==> src/rtl/pgdram_pkg.sv <==
package pgdram_pkg;

  typedef enum logic [2:0] {
    ST_IDLE,
    ST_ROW,
    ST_COL,
    ST_PRE,
    ST_RFSH
  } seq_state_e;

  localparam int BEATS  = 4;
  localparam int BEAT_W = 2;

endpackage

==> src/rtl/pgdram_refresh.sv <==
module pgdram_refresh #(
  parameter int AW         = 4,
  parameter int RETAIN_CYC = 2048
) (
  input  logic          clk,
  input  logic          rst_n,
  input  logic          rf_start,
  input  logic          rf_done,
  output logic          rf_due,
  output logic [AW-1:0] rf_row,
  output logic          init_busy
);

  localparam int ROWS     = 2 ** AW;
  localparam int INTERVAL = RETAIN_CYC / ROWS;
  localparam int TW       = (INTERVAL > 2) ? $clog2(INTERVAL) : 1;

  logic [TW-1:0] tmr_q, tmr_n;
  logic          pend_q, pend_n;
  logic [AW-1:0] row_q, row_n;
  logic          init_q, init_n;
  logic          tick;

  assign tick = (tmr_q == TW'(INTERVAL - 1));

  always_comb begin
    tmr_n  = tick ? '0 : tmr_q + 1'b1;
    pend_n = tick | (pend_q & ~rf_start);
    row_n  = row_q;
    init_n = init_q;
    if (rf_done) begin
      row_n = row_q + 1'b1;
      if (&row_q) begin
        init_n = 1'b0;
      end
    end
  end

  always_ff @(posedge clk or negedge rst_n) begin
    if (!rst_n) begin
      tmr_q  <= '0;
      pend_q <= 1'b0;
      row_q  <= '0;
      init_q <= 1'b1;
    end else begin
      tmr_q  <= tmr_n;
      pend_q <= pend_n;
      if (rf_done) begin
        row_q  <= row_n;
        init_q <= init_n;
      end
    end
  end

  assign rf_due    = pend_q | init_q;
  assign rf_row    = row_q;
  assign init_busy = init_q;

endmodule

==> src/rtl/pgdram_seq.sv <==
module pgdram_seq
  import pgdram_pkg::*;
#(
  parameter int LINE_W   = 6,
  parameter int SETUP_CYC = 3,
  parameter int BEAT_CYC = 3,
  parameter int PRE_CYC  = 3,
  parameter int RFSH_CYC = 3
) (
  input  logic              clk,
  input  logic              rst_n,
  input  logic              req_valid,
  input  logic              req_write,
  input  logic [LINE_W-1:0] req_line,
  input  logic              rf_due,
  output logic              req_ready,
  output logic              rf_start,
  output logic              rf_done,
  output seq_state_e        state,
  output logic [BEAT_W-1:0] beat,
  output logic [LINE_W-1:0] line,
  output logic              rd_valid,
  output logic              wr_ready,
  output logic              ras_n,
  output logic              cas_n,
  output logic              we_n
);

  localparam int MAX_A  = (SETUP_CYC > BEAT_CYC) ? SETUP_CYC : BEAT_CYC;
  localparam int MAX_B  = (PRE_CYC > RFSH_CYC) ? PRE_CYC : RFSH_CYC;
  localparam int MAX_PH = (MAX_A > MAX_B) ? MAX_A : MAX_B;
  localparam int PH_W   = $clog2(MAX_PH) + 1;

  seq_state_e        st_q, st_n;
  logic [PH_W-1:0]   ph_q, ph_n;
  logic [BEAT_W-1:0] bt_q, bt_n;
  logic [LINE_W-1:0] line_q;
  logic              wr_q;
  logic              accept;

  assign req_ready = (st_q == ST_IDLE) && !rf_due;
  assign accept    = req_ready && req_valid;

  always_comb begin
    st_n     = st_q;
    ph_n     = ph_q;
    bt_n     = bt_q;
    rf_start = 1'b0;
    rf_done  = 1'b0;
    case (st_q)
      ST_IDLE: begin
        if (rf_due) begin
          st_n     = ST_RFSH;
          ph_n     = '0;
          rf_start = 1'b1;
        end else if (req_valid) begin
          st_n = ST_ROW;
          ph_n = '0;
        end
      end
      ST_ROW: begin
        if (ph_q == PH_W'(SETUP_CYC - 1)) begin
          st_n = ST_COL;
          ph_n = '0;
          bt_n = '0;
        end else begin
          ph_n = ph_q + 1'b1;
        end
      end
      ST_COL: begin
        if (ph_q == PH_W'(BEAT_CYC - 1)) begin
          ph_n = '0;
          if (bt_q == BEAT_W'(BEATS - 1)) begin
            st_n = ST_PRE;
          end else begin
            bt_n = bt_q + 1'b1;
          end
        end else begin
          ph_n = ph_q + 1'b1;
        end
      end
      ST_RFSH: begin
        if (ph_q == PH_W'(RFSH_CYC - 1)) begin
          st_n    = ST_PRE;
          ph_n    = '0;
          rf_done = 1'b1;
        end else begin
          ph_n = ph_q + 1'b1;
        end
      end
      ST_PRE: begin
        if (ph_q == PH_W'(PRE_CYC - 1)) begin
          st_n = ST_IDLE;
          ph_n = '0;
        end else begin
          ph_n = ph_q + 1'b1;
        end
      end
      default: begin
        st_n = ST_IDLE;
        ph_n = '0;
      end
    endcase
  end

  always_ff @(posedge clk or negedge rst_n) begin
    if (!rst_n) begin
      st_q <= ST_IDLE;
      ph_q <= '0;
      bt_q <= '0;
    end else begin
      st_q <= st_n;
      ph_q <= ph_n;
      bt_q <= bt_n;
    end
  end

  always_ff @(posedge clk or negedge rst_n) begin
    if (!rst_n) begin
      line_q <= '0;
      wr_q   <= 1'b0;
    end else if (accept) begin
      line_q <= req_line;
      wr_q   <= req_write;
    end
  end

  assign state    = st_q;
  assign beat     = bt_q;
  assign line     = line_q;
  assign ras_n    = !((st_q == ST_ROW) || (st_q == ST_COL) || (st_q == ST_RFSH));
  assign cas_n    = !((st_q == ST_COL) && (ph_q != '0));
  assign we_n     = !((st_q == ST_COL) && wr_q);
  assign wr_ready = (st_q == ST_COL) && (ph_q == '0) && wr_q;
  assign rd_valid = (st_q == ST_COL) && (ph_q == PH_W'(BEAT_CYC - 1)) && !wr_q;

endmodule

==> src/rtl/pgdram_addr_mux.sv <==
module pgdram_addr_mux
  import pgdram_pkg::*;
#(
  parameter int AW = 4
) (
  input  seq_state_e        state,
  input  logic [2*AW-3:0]   line,
  input  logic [BEAT_W-1:0] beat,
  input  logic [AW-1:0]     rf_row,
  output logic [AW-1:0]     addr
);

  localparam int LINE_W = 2 * AW - 2;

  always_comb begin
    case (state)
      ST_ROW:  addr = line[LINE_W-1 -: AW];
      ST_COL:  addr = {line[AW-3:0], beat};
      ST_RFSH: addr = rf_row;
      default: addr = '0;
    endcase
  end

endmodule

==> src/rtl/pgdram_ctrl.sv <==
module pgdram_ctrl
  import pgdram_pkg::*;
#(
  parameter int AW         = 4,
  parameter int DW         = 16,
  parameter int RETAIN_CYC = 2048,
  parameter int SETUP_CYC  = 3,
  parameter int BEAT_CYC   = 3,
  parameter int PRE_CYC    = 3,
  parameter int RFSH_CYC   = 3
) (
  input  logic            clk,
  input  logic            rst_n,
  input  logic            req_valid,
  output logic            req_ready,
  input  logic            req_write,
  input  logic [2*AW-3:0] req_line,
  input  logic [DW-1:0]   wr_data,
  output logic            wr_ready,
  output logic [DW-1:0]   rd_data,
  output logic            rd_valid,
  output logic            dram_ras_n,
  output logic            dram_cas_n,
  output logic            dram_we_n,
  output logic [AW-1:0]   dram_addr,
  output logic [DW-1:0]   dram_wdata,
  input  logic [DW-1:0]   dram_rdata
);

  localparam int LINE_W = 2 * AW - 2;

  logic [1:0]        rst_sync_q;
  logic              rst_sync_n;
  logic              rf_start, rf_done, rf_due, init_busy;
  logic [AW-1:0]     rf_row;
  seq_state_e        state;
  logic [BEAT_W-1:0] beat;
  logic [LINE_W-1:0] line;
  logic [DW-1:0]     wdata_q;

  always_ff @(posedge clk or negedge rst_n) begin
    if (!rst_n) begin
      rst_sync_q <= 2'b00;
    end else begin
      rst_sync_q <= {rst_sync_q[0], 1'b1};
    end
  end
  assign rst_sync_n = rst_sync_q[1];

  pgdram_refresh #(
    .AW         (AW),
    .RETAIN_CYC (RETAIN_CYC)
  ) u_refresh (
    .clk       (clk),
    .rst_n     (rst_sync_n),
    .rf_start  (rf_start),
    .rf_done   (rf_done),
    .rf_due    (rf_due),
    .rf_row    (rf_row),
    .init_busy (init_busy)
  );

  pgdram_seq #(
    .LINE_W    (LINE_W),
    .SETUP_CYC (SETUP_CYC),
    .BEAT_CYC  (BEAT_CYC),
    .PRE_CYC   (PRE_CYC),
    .RFSH_CYC  (RFSH_CYC)
  ) u_seq (
    .clk       (clk),
    .rst_n     (rst_sync_n),
    .req_valid (req_valid),
    .req_write (req_write),
    .req_line  (req_line),
    .rf_due    (rf_due),
    .req_ready (req_ready),
    .rf_start  (rf_start),
    .rf_done   (rf_done),
    .state     (state),
    .beat      (beat),
    .line      (line),
    .rd_valid  (rd_valid),
    .wr_ready  (wr_ready),
    .ras_n     (dram_ras_n),
    .cas_n     (dram_cas_n),
    .we_n      (dram_we_n)
  );

  pgdram_addr_mux #(
    .AW (AW)
  ) u_mux (
    .state  (state),
    .line   (line),
    .beat   (beat),
    .rf_row (rf_row),
    .addr   (dram_addr)
  );

  always_ff @(posedge clk or negedge rst_sync_n) begin
    if (!rst_sync_n) begin
      wdata_q <= '0;
    end else if (wr_ready) begin
      wdata_q <= wr_data;
    end
  end

  assign dram_wdata = wdata_q;
  assign rd_data    = dram_rdata;

endmodule

==> config.mk <==
export PLATFORM = sky130hd
export DESIGN_NAME = pgdram_ctrl
export DESIGN_NICKNAME = d
export VERILOG_FILES = /design/src/rtl/pgdram_pkg.sv /design/src/rtl/pgdram_refresh.sv /design/src/rtl/pgdram_seq.sv /design/src/rtl/pgdram_addr_mux.sv /design/src/rtl/pgdram_ctrl.sv
export SDC_FILE = /design/constraint.sdc
export NUM_CORES = 1
export LEC_CHECK = 0
export ABC_CLOCK_PERIOD_IN_PS = 6110
export BUFFER_PORTS_ARGS = -buffer_cell sky130_fd_sc_hd__buf_2
export CAP_MARGIN = 30
export CORE_ASPECT_RATIO = 0.8
export CORE_MARGIN = 5
export CORE_UTILIZATION = 52
export CTS_CLUSTER_DIAMETER = 40
export CTS_CLUSTER_SIZE = 40
export DETAILED_ROUTE_END_ITERATION = 8
export MAX_ROUTING_LAYER = met4
export PLACE_DENSITY = 0.84
export SYNTH_ARGS = -nofsm -noshare
export SYNTH_HDL_FRONTEND = slang
export SYNTH_SLANG_ARGS = --single-unit
==> constraint.sdc <==
create_clock -name clk -period 6.11 [get_ports clk]
set_clock_uncertainty 0.1 [all_clocks]
set_input_delay 1.222 -clock clk [delete_from_list [all_inputs] [get_ports clk]]
set_output_delay 1.222 -clock clk [all_outputs]
set_load 0.02 [all_outputs]
Yosys cells after proc, flatten, opt, wreduce, memory -nomap -nowiden

Cells that the tools add are included.

Register bits: 46
Input bits: 42
Output and inout bits: 42
Logic and storage cells: 78

Add/subtract/negate cells: 4
Eq/ne operators: 14
Reduce and logical (&&, ||, !) cells: 23
Bitwise logic cells: 4
Mux-type cells: 22

Operators with widths:

| cell                                                                     | number |
|---|---|
| 3-bit two-way mux                                                        | 10 |
| 3-bit case mux with 5 select lines                                       | 1 |
| 4-bit case mux with 3 select lines                                       | 1 |
| 2-bit inequality test (second input constant)                            | 5 |
| 3-bit by 2-bit equality test with 1-bit output (second input constant)   | 3 |
| 1-bit logical AND                                                        | 8 |
| 7-bit by 1-bit adder with 7-bit output (second input constant)           | 1 |
| 7-bit equality test (second input constant)                              | 1 |
| 7-bit two-way mux                                                        | 1 |
| 3-bit logical NOT                                                        | 2 |
| 2-bit two-way mux                                                        | 3 |
| 3-bit case mux with 2 select lines                                       | 1 |
| 6-bit AND reduction                                                      | 1 |
| 1-bit logical NOT                                                        | 5 |
| 5-bit AND reduction                                                      | 1 |
| 4-bit by 1-bit adder with 4-bit output (second input constant)           | 1 |
| 1-bit two-way mux                                                        | 4 |
| 2-bit case mux with 2 select lines                                       | 1 |
| 4-bit AND reduction                                                      | 1 |
| 4-bit OR reduction                                                       | 1 |
| 3-bit by 1-bit adder with 3-bit output (second input constant)           | 1 |
| 3-bit by 1-bit equality test with 1-bit output (second input constant)   | 1 |
| 3-bit equality test (second input constant)                              | 1 |
| 3-bit by 2-bit inequality test with 1-bit output (second input constant) | 1 |
| other kinds (9)                                                          | 11 |

Logic depth before layout (Yosys ltp)

Gate-level depths: netlist of run 1.

Word-level depth: 6
Gate-level depth with buffers: 6
Gate-level depth less buffers: 5

Cells and area by module

Synthesis of run 1 repeated with hierarchy kept, for this count alone.

Cell total of the unflattened synthesis: 183
Area, all modules: 2357.3 µm²

Modules (own cells, without submodules):

| module          | sequential area each (µm²) | cells an instance | area each (µm²) | times used |
|---|---|---|---|---|
| pgdram_seq      | 375.4                      | 72                | 853.3           | 1 |
| pgdram_ctrl     | 450.4                      | 53                | 823.3           | 1 |
| pgdram_refresh  | 326.6                      | 45                | 535.5           | 1 |
| pgdram_addr_mux | 0.0                        | 13                | 145.1           | 1 |

Worst setup path after synthesis of run 1

No wires, ideal clock.

Kind: reg2out
Start point: reg u_seq.st_q[0] (netlist: u_seq.state[0])
End point: out wr_ready
Buffers on the path: 2
Arrival time: 1.762 ns
Cell stages (with the launch flop): 7
Path slack: 3.026 ns
Required time: 4.788 ns
Path through: dfrtp_1 -> nor3b_4 -> nand2_2 -> or4_1 -> buf_4 -> buf_6 -> inv_1

Cells in the longest elaborated chain, start to end: 3

RTL lines:

| element                                        | line              | source |
|---|---|---|
| from (decl)                                    | pgdram_seq.sv:34  | `seq_state_e st_q, st_n;` |
| from (signal assigned)                         | pgdram_seq.sv:112 | `st_q <= st_n;` |
| 3-bit by 2-bit equality test with 1-bit output | pgdram_seq.sv:134 | `assign wr_ready = (st_q == ST_COL) && (ph_q == '0) && wr_q;` |
| 1-bit logical AND (2 in series)                | pgdram_seq.sv:134 |  |
| to (decl)                                      | pgdram_ctrl.sv:19 | `output logic wr_ready,` |

Every way passes these cells.

Worst setup path in the final report of run 1

Start point: reg u_seq.st_q[1] (netlist: u_seq.state[1])
End point: out wr_ready

The elaborated chain is that of the path after synthesis.

==> impl_metrics.tcl, run 1 <==
set metrics [dict create \
    crit_path_max_incr_delay_ns 0.82 \
    synthFlopType "dfrtp_1" \
    relSlewSlack_pct 39.0 \
    dp_hpwl_mm 3.14 \
    design.core.area_um2 4130 \
    period_share_pct 64.2 \
    seq_area_frac_synth_pct 52.7 \
    reg2reg_slack_ns 3.48 \
    cp.depth 5 \
    p_clk_share_pct 15.3 \
    syn-num-nets 231 \
    wl_per_cell_um 15.2 \
    synth_edf_count 0 \
    final_layout_size_suffix_gt1_share_pct 39.0 \
    antenna_found_initial 0 \
    clockBufferDepth 2 \
    p_per_area_nw_per_um2 481 \
    io_pins 84 \
    p_leak_uw 0.00120 \
    end_kind "primary output" \
    max_freq_mhz 255 \
    n_antenna_cell 0 \
    synth_compound_area_share_pct 6.63 \
    grt_pass1_wl_mm 7.00 \
    clockRootBuffer "clkbuf_8" \
    clk_pin_slew_worst_paths_ns 0.08 \
    critPathKind "reg2out" \
    synth_warnings 0 \
    clk_latency_ns 0.30 \
    wl_mm 4.24 \
    vias 1475 \
    p_int_uw 717 \
    cts.sink_count 46 \
    cp_top_family "simple AND/OR/NAND/NOR gates" \
    seq_power_share_pct 42.2 \
    synth-xor-area-share_pct 4.00 \
    hp-class "reg2reg" \
    critPathBufInv 2 \
    avgViaCountPerCell 5.27 \
    drv_cap 0 \
    grt_max_degree 45 \
    tritoncts "done" \
    place.gp.congestion 0.791 \
    fin_util_pct 59.3 \
    p_comb_share_pct 42.5 \
    postCtsHoldBufs 0 \
    syn2layout_area_growth_pct 11.8 \
    avgSynthCellArea_um2 11.8 \
    rsz0062_at_grt "false" \
    synthMuxAreaShare_pct 15.4 \
    layout_common_cells "buf_2 (51), dfrtp_1 (44), nand2_1 (17), mux2_2 (17)" \
    status "finished, final reports clean" \
    grt_pass1_vias 1447 \
    layout.nets 267 \
    ys_types 35 \
    arrival_ns 2.60 \
    netlist_instances 186 \
    period_needed_ns 3.92 \
    drt-pass1-iter-count 4 \
    die_x_um 82.5 \
    rows 21 \
    synth_top_family_by_area "multiplexers" \
    drtIter0Drc 120 \
    design.die.area_um2 5610 \
    h-tree-depth 2 \
    crit_start "u_seq.state[1]" \
    synth_adder_area_share_pct 1.72 \
    ys_ff_latch 46 \
    setup-violations-final 0 \
    ant_nets 0 \
    path_cells "nor3b_4 -> nand2_2 -> or4_1 -> inv_1 -> buf_2" \
    worstRegToRegCells 4 \
    cts_buffers 5 \
    reg2reg_from "u_seq.state[1]" \
    cts_setup_buffers 0 \
    switchingPower_uw 459 \
    crit_path_top_delay_cell "or4_1" \
    synthArstFlopShare_pct 100 \
    crit_end "wr_ready" \
    power_switching_share_pct 39.0 \
    cp_max_fo 17 \
    die_y_um 68.0 \
    hold_viol 0 \
    ir_worst_vdd_mv 0.215 \
    grt_usage_pct 17.5 \
    fillCellCount 344 \
    worstPathRequired_ns 4.79 \
    synth.cell_area_um2 2190 \
    slew_viol_final 0 \
    reg2reg_to "dram_wdata[6]" \
    post_cts_resized 0 \
    whs_ns 0.256 \
    drc 0 \
    final_common_cell "buf_2" \
    grt_overflow 0 \
    portBuffers 51 \
    start_kind "flop" \
    fin_setup_tns_ns 0 \
    synthSimpleGateAreaFrac_pct 11.9 \
    start_util_pct 53.0 \
    worst_pin_slew_ns 0.916 \
]
area by class of cell:
| class | instances | area (um2) | share of cell area (%) |
|---|---|---|---|
| Multi-Input combinational cell | 115 | 871 | 35.6 |
| Tap cell | 57 | 71.3 | 2.92 |
| Sequential cell | 46 | 1150 | 47.2 |
| Timing Repair Buffer | 51 | 255 | 10.4 |
| Clock inverter | 1 | 7.51 | 0.307 |
| Inverter | 3 | 11.3 | 0.460 |
| Clock buffer | 7 | 76.3 | 3.12 |
flip-flops by register name (all words and copies together), names as in the netlist:
register	flops
u_refresh.tmr_q	7
u_refresh.pend_q	1
u_seq.state	3
u_seq.beat	2
u_seq.ph_q	3
dram_wdata	16
u_refresh.init_busy	1
u_seq.wr_q	1
u_seq.line	6
u_refresh.rf_row	4
rst_sync_q	2
cells by family after synthesis:
| family | after synthesis |
|---|---|
| flip-flops | 46 |
| multiplexers | 27 |
| adder cells (fa/ha/maj) | 3 |
| XOR/XNOR | 10 |
| AO/OA/AOI/OAI | 23 |
| other | 1 |
| AND/OR/NAND/NOR | 51 |
| buffers and inverters | 25 |
cells in the mapped netlist, types with 3 or more instances:
master / n / area share [%]
xor2_1: 4 / 1.6
mux2_4: 9 / 6.2
ha_1: 3 / 1.7
mux2_2: 17 / 8.7
inv_1: 3 / 0.51
a22oi_1: 4 / 1.4
nor2_1: 10 / 1.7
buf_4: 17 / 5.8
clkbuf_1: 4 / 0.69
xnor2_1: 6 / 2.4
dfrtp_1: 45 / 51
nand2_1: 17 / 2.9
nand3_1: 6 / 1.4
o21ai_0: 10 / 2.3
nor2b_1: 4 / 1.1
o31ai_1: 4 / 1.4
per-stage QoR:
step	total power (uW)	instances	setup WS, ns	area, um2
4_1_cts	1190	280	2.17	2450
6_report	1180	280	2.19	2450
3_5_place_dp	1000	272	2.52	2360
3_3_place_gp	980	272	2.62	2360
5_1_grt	1260	280	1.95	2450
2_1_floorplan	864	186	3.03	2190
per-layer routing:
metal	part of all wire (%)	global-route usage (%)	vias up
li1	-	-	697
met1	44	23.3	725
met2	46	23.2	44
met3	7.3	5.13	9
met4	2.5	11.4	0
met5	0	-	-
worst min-delay path by stage:
stage	from	end	slack (ns)	cells past startpoint
floorplan	rst_sync_q[0]	rst_sync_q[1]	0.23	0
global placement	rst_sync_q[0]	rst_sync_q[1]	0.24	0
detailed placement	rst_sync_q[0]	rst_sync_q[1]	0.24	0
CTS	rst_sync_q[0]	rst_sync_q[1]	0.26	0
global route	rst_sync_q[0]	rst_sync_q[1]	0.27	0
finish	rst_sync_q[0]	rst_sync_q[1]	0.26	0
power groups by stage:
stage | logic [uW] | registers, uW | clock network, uW
2_1_floorplan | 328 | 536 | 0
3_3_place_gp | 489 | 491 | 0
3_5_place_dp | 504 | 500 | 0
4_1_cts | 507 | 495 | 186
5_1_grt | 547 | 514 | 197
6_report | 500 | 496 | 180
(Power assumes the default switching activity.)
==> inputs of run 2 (changes only) <==
ABC_CLOCK_PERIOD_IN_PS = 3700   (was 6110)
CORE_UTILIZATION = 48   (was 52)
PLACE_DENSITY = 0.79   (was 0.84)
clock period = 3.7 ns   (was 6.11 ns; I/O delays follow)
==> run 2 against run 1 <==
Effect of this change: routed wire length decreased by 4.6%; critical endpoint unchanged; register-to-register slack got worse by 2.1 ns; total power grew 70%; critical path type unchanged.
==> impl_metrics.tcl, run 2 (synthesis results as in run 1) <==
set metrics [dict create \
    critPathBufInv 3 \
    wl_mm 4.05 \
    die_x_um 85.5 \
    rsz0062_at_grt "false" \
    design.die.area_um2 6020 \
    io_pins 84 \
    cts_buffers 5 \
    grt_usage_pct 14.6 \
    hp-class "in2async" \
    crit_path_max_incr_delay_ns 0.59 \
    relSlewSlack_pct 39.1 \
    worstPathRequired_ns 2.86 \
    cp_max_fo 17 \
    arrival_ns 2.29 \
    portBuffers 51 \
    fillCellCount 380 \
    ff_latch_area_um2 1150 \
    fin_util_pct 55.5 \
    tritoncts "done" \
    drtIter0Drc 70 \
    post_cts_resized 0 \
    multiInputGateArea_um2 871 \
    dp_hpwl_mm 3.02 \
    cts_setup_buffers 0 \
    clk_latency_ns 0.29 \
    postCtsHoldBufs 0 \
    die_y_um 70.4 \
    p_per_area_nw_per_um2 802 \
    largest_register_ffs 16 \
    crit_path_top_delay_cell "dfrtp_1" \
    ant_nets 0 \
    h-tree-depth 2 \
    final_layout_size_suffix_gt1_share_pct 40.0 \
    syn2layout_area_growth_pct 13.8 \
    clockBufferDepth 2 \
    grt_overflow 0 \
    grt_pass1_vias 1446 \
    fin_setup_tns_ns 0 \
    path_cells "nor3b_4 -> nand2_2 -> or4_1 -> buf_4 -> inv_1 -> buf_2" \
    cp_top_family "simple AND/OR/NAND/NOR gates" \
    n_antenna_cell 0 \
    setup-violations-final 0 \
    grt_pass1_wl_mm 6.80 \
    p_leak_uw 0.00122 \
    clk_pin_slew_worst_paths_ns 0.09 \
    worst_pin_slew_ns 0.913 \
    period_share_pct 84.7 \
    layout.nets 269 \
    final_common_cell "buf_2" \
    rows 22 \
    start_kind "flop" \
    slew_viol_final 0 \
    start_util_pct 48.8 \
    end_kind "primary output" \
    place.gp.congestion 0.754 \
    period_needed_ns 3.13 \
    status "finished, final reports clean" \
    layout_common_cells "buf_2 (51), dfrtp_1 (44), nand2_1 (17), mux2_2 (17)" \
    wl_per_cell_um 14.2 \
    hold_viol 0 \
    clockRootBuffer "clkbuf_8" \
    drc 0 \
    vias 1461 \
    cts.sink_count 46 \
    avgViaCountPerCell 5.13 \
    grt_max_degree 45 \
    max_freq_mhz 319 \
    drt-pass1-iter-count 4 \
    drv_cap 0 \
    design.core.area_um2 4490 \
    antenna_found_initial 0 \
    ir_worst_vdd_mv 0.301 \
    critPathKind "reg2out" \
]
## run 2: cell count changes in the layout (fill, tap and decap cells not counted), sizes merged
cell / delta
buf: +2
bufinv: +1
clkbuf: -1
## run 2: where the power goes
group | internal, uW | total (uW) | switching [uW] | leakage, uW
Combinational | 388 | 817 | 430 | 0.000609
Sequential | 669 | 815 | 147 | 0.000562
Clock | 201 | 365 | 164 | 0.0000514
## run 2: final timing paths
check | startpoint | endpoint | slack (ns) | cells after the start
min in group clk | rst_sync_q[0] | rst_sync_q[1] | 0.26 | 0
setup / recovery | u_seq.state[1] | wr_ready | 0.57 | 6
hold / removal | rst_n | rst_sync_q[1] | 0.12 | 1
max in group asynchronous | rst_sync_q[1] | u_seq.beat[0] | 2.63 | 0
setup reg to reg | u_seq.state[1] | dram_wdata[7] | 1.38 | 5
hold reg to reg | rst_sync_q[0] | rst_sync_q[1] | 0.26 | 0
## run 2: area by class of cell
type | count | share of cell area, %
flip-flops and latches | 46 | 46.3
multi-input cells | 115 | 35.0
repair buffers | 53 | 10.8
well taps | 60 | 3.01
clock buffers | 6 | 2.91
clock inverters | 2 | 1.51
inverters | 3 | 0.452
## run 2: worst reg2reg max path: stages (launching register included)
cell,delay [ns]
dfrtp_1,0.59
nor3b_4,0.46
nand2_2,0.10
or4_1,0.40
buf_4,0.23
mux2_4,0.32
## run 2: per-stage QoR
step	hold slack (ns)	cells	power [uW]	setup WS [ns]	area, um2
floorplan	0.231	186	1430	1.10	2190
global placement	0.235	277	1630	0.961	2380
detailed placement	0.240	277	1660	0.890	2380
CTS	0.105	285	2030	0.551	2490
global route	0.102	285	2130	0.382	2490
finish	0.115	285	2000	0.566	2490
## run 2: layer usage
metal,vias up,GRT usage (%),part of all wire (%)
li1,695,-,-
met1,715,19.1,45
met2,34,21.4,46
met3,17,3.30,6.3
met4,0,6.85,2.6
met5,-,-,0
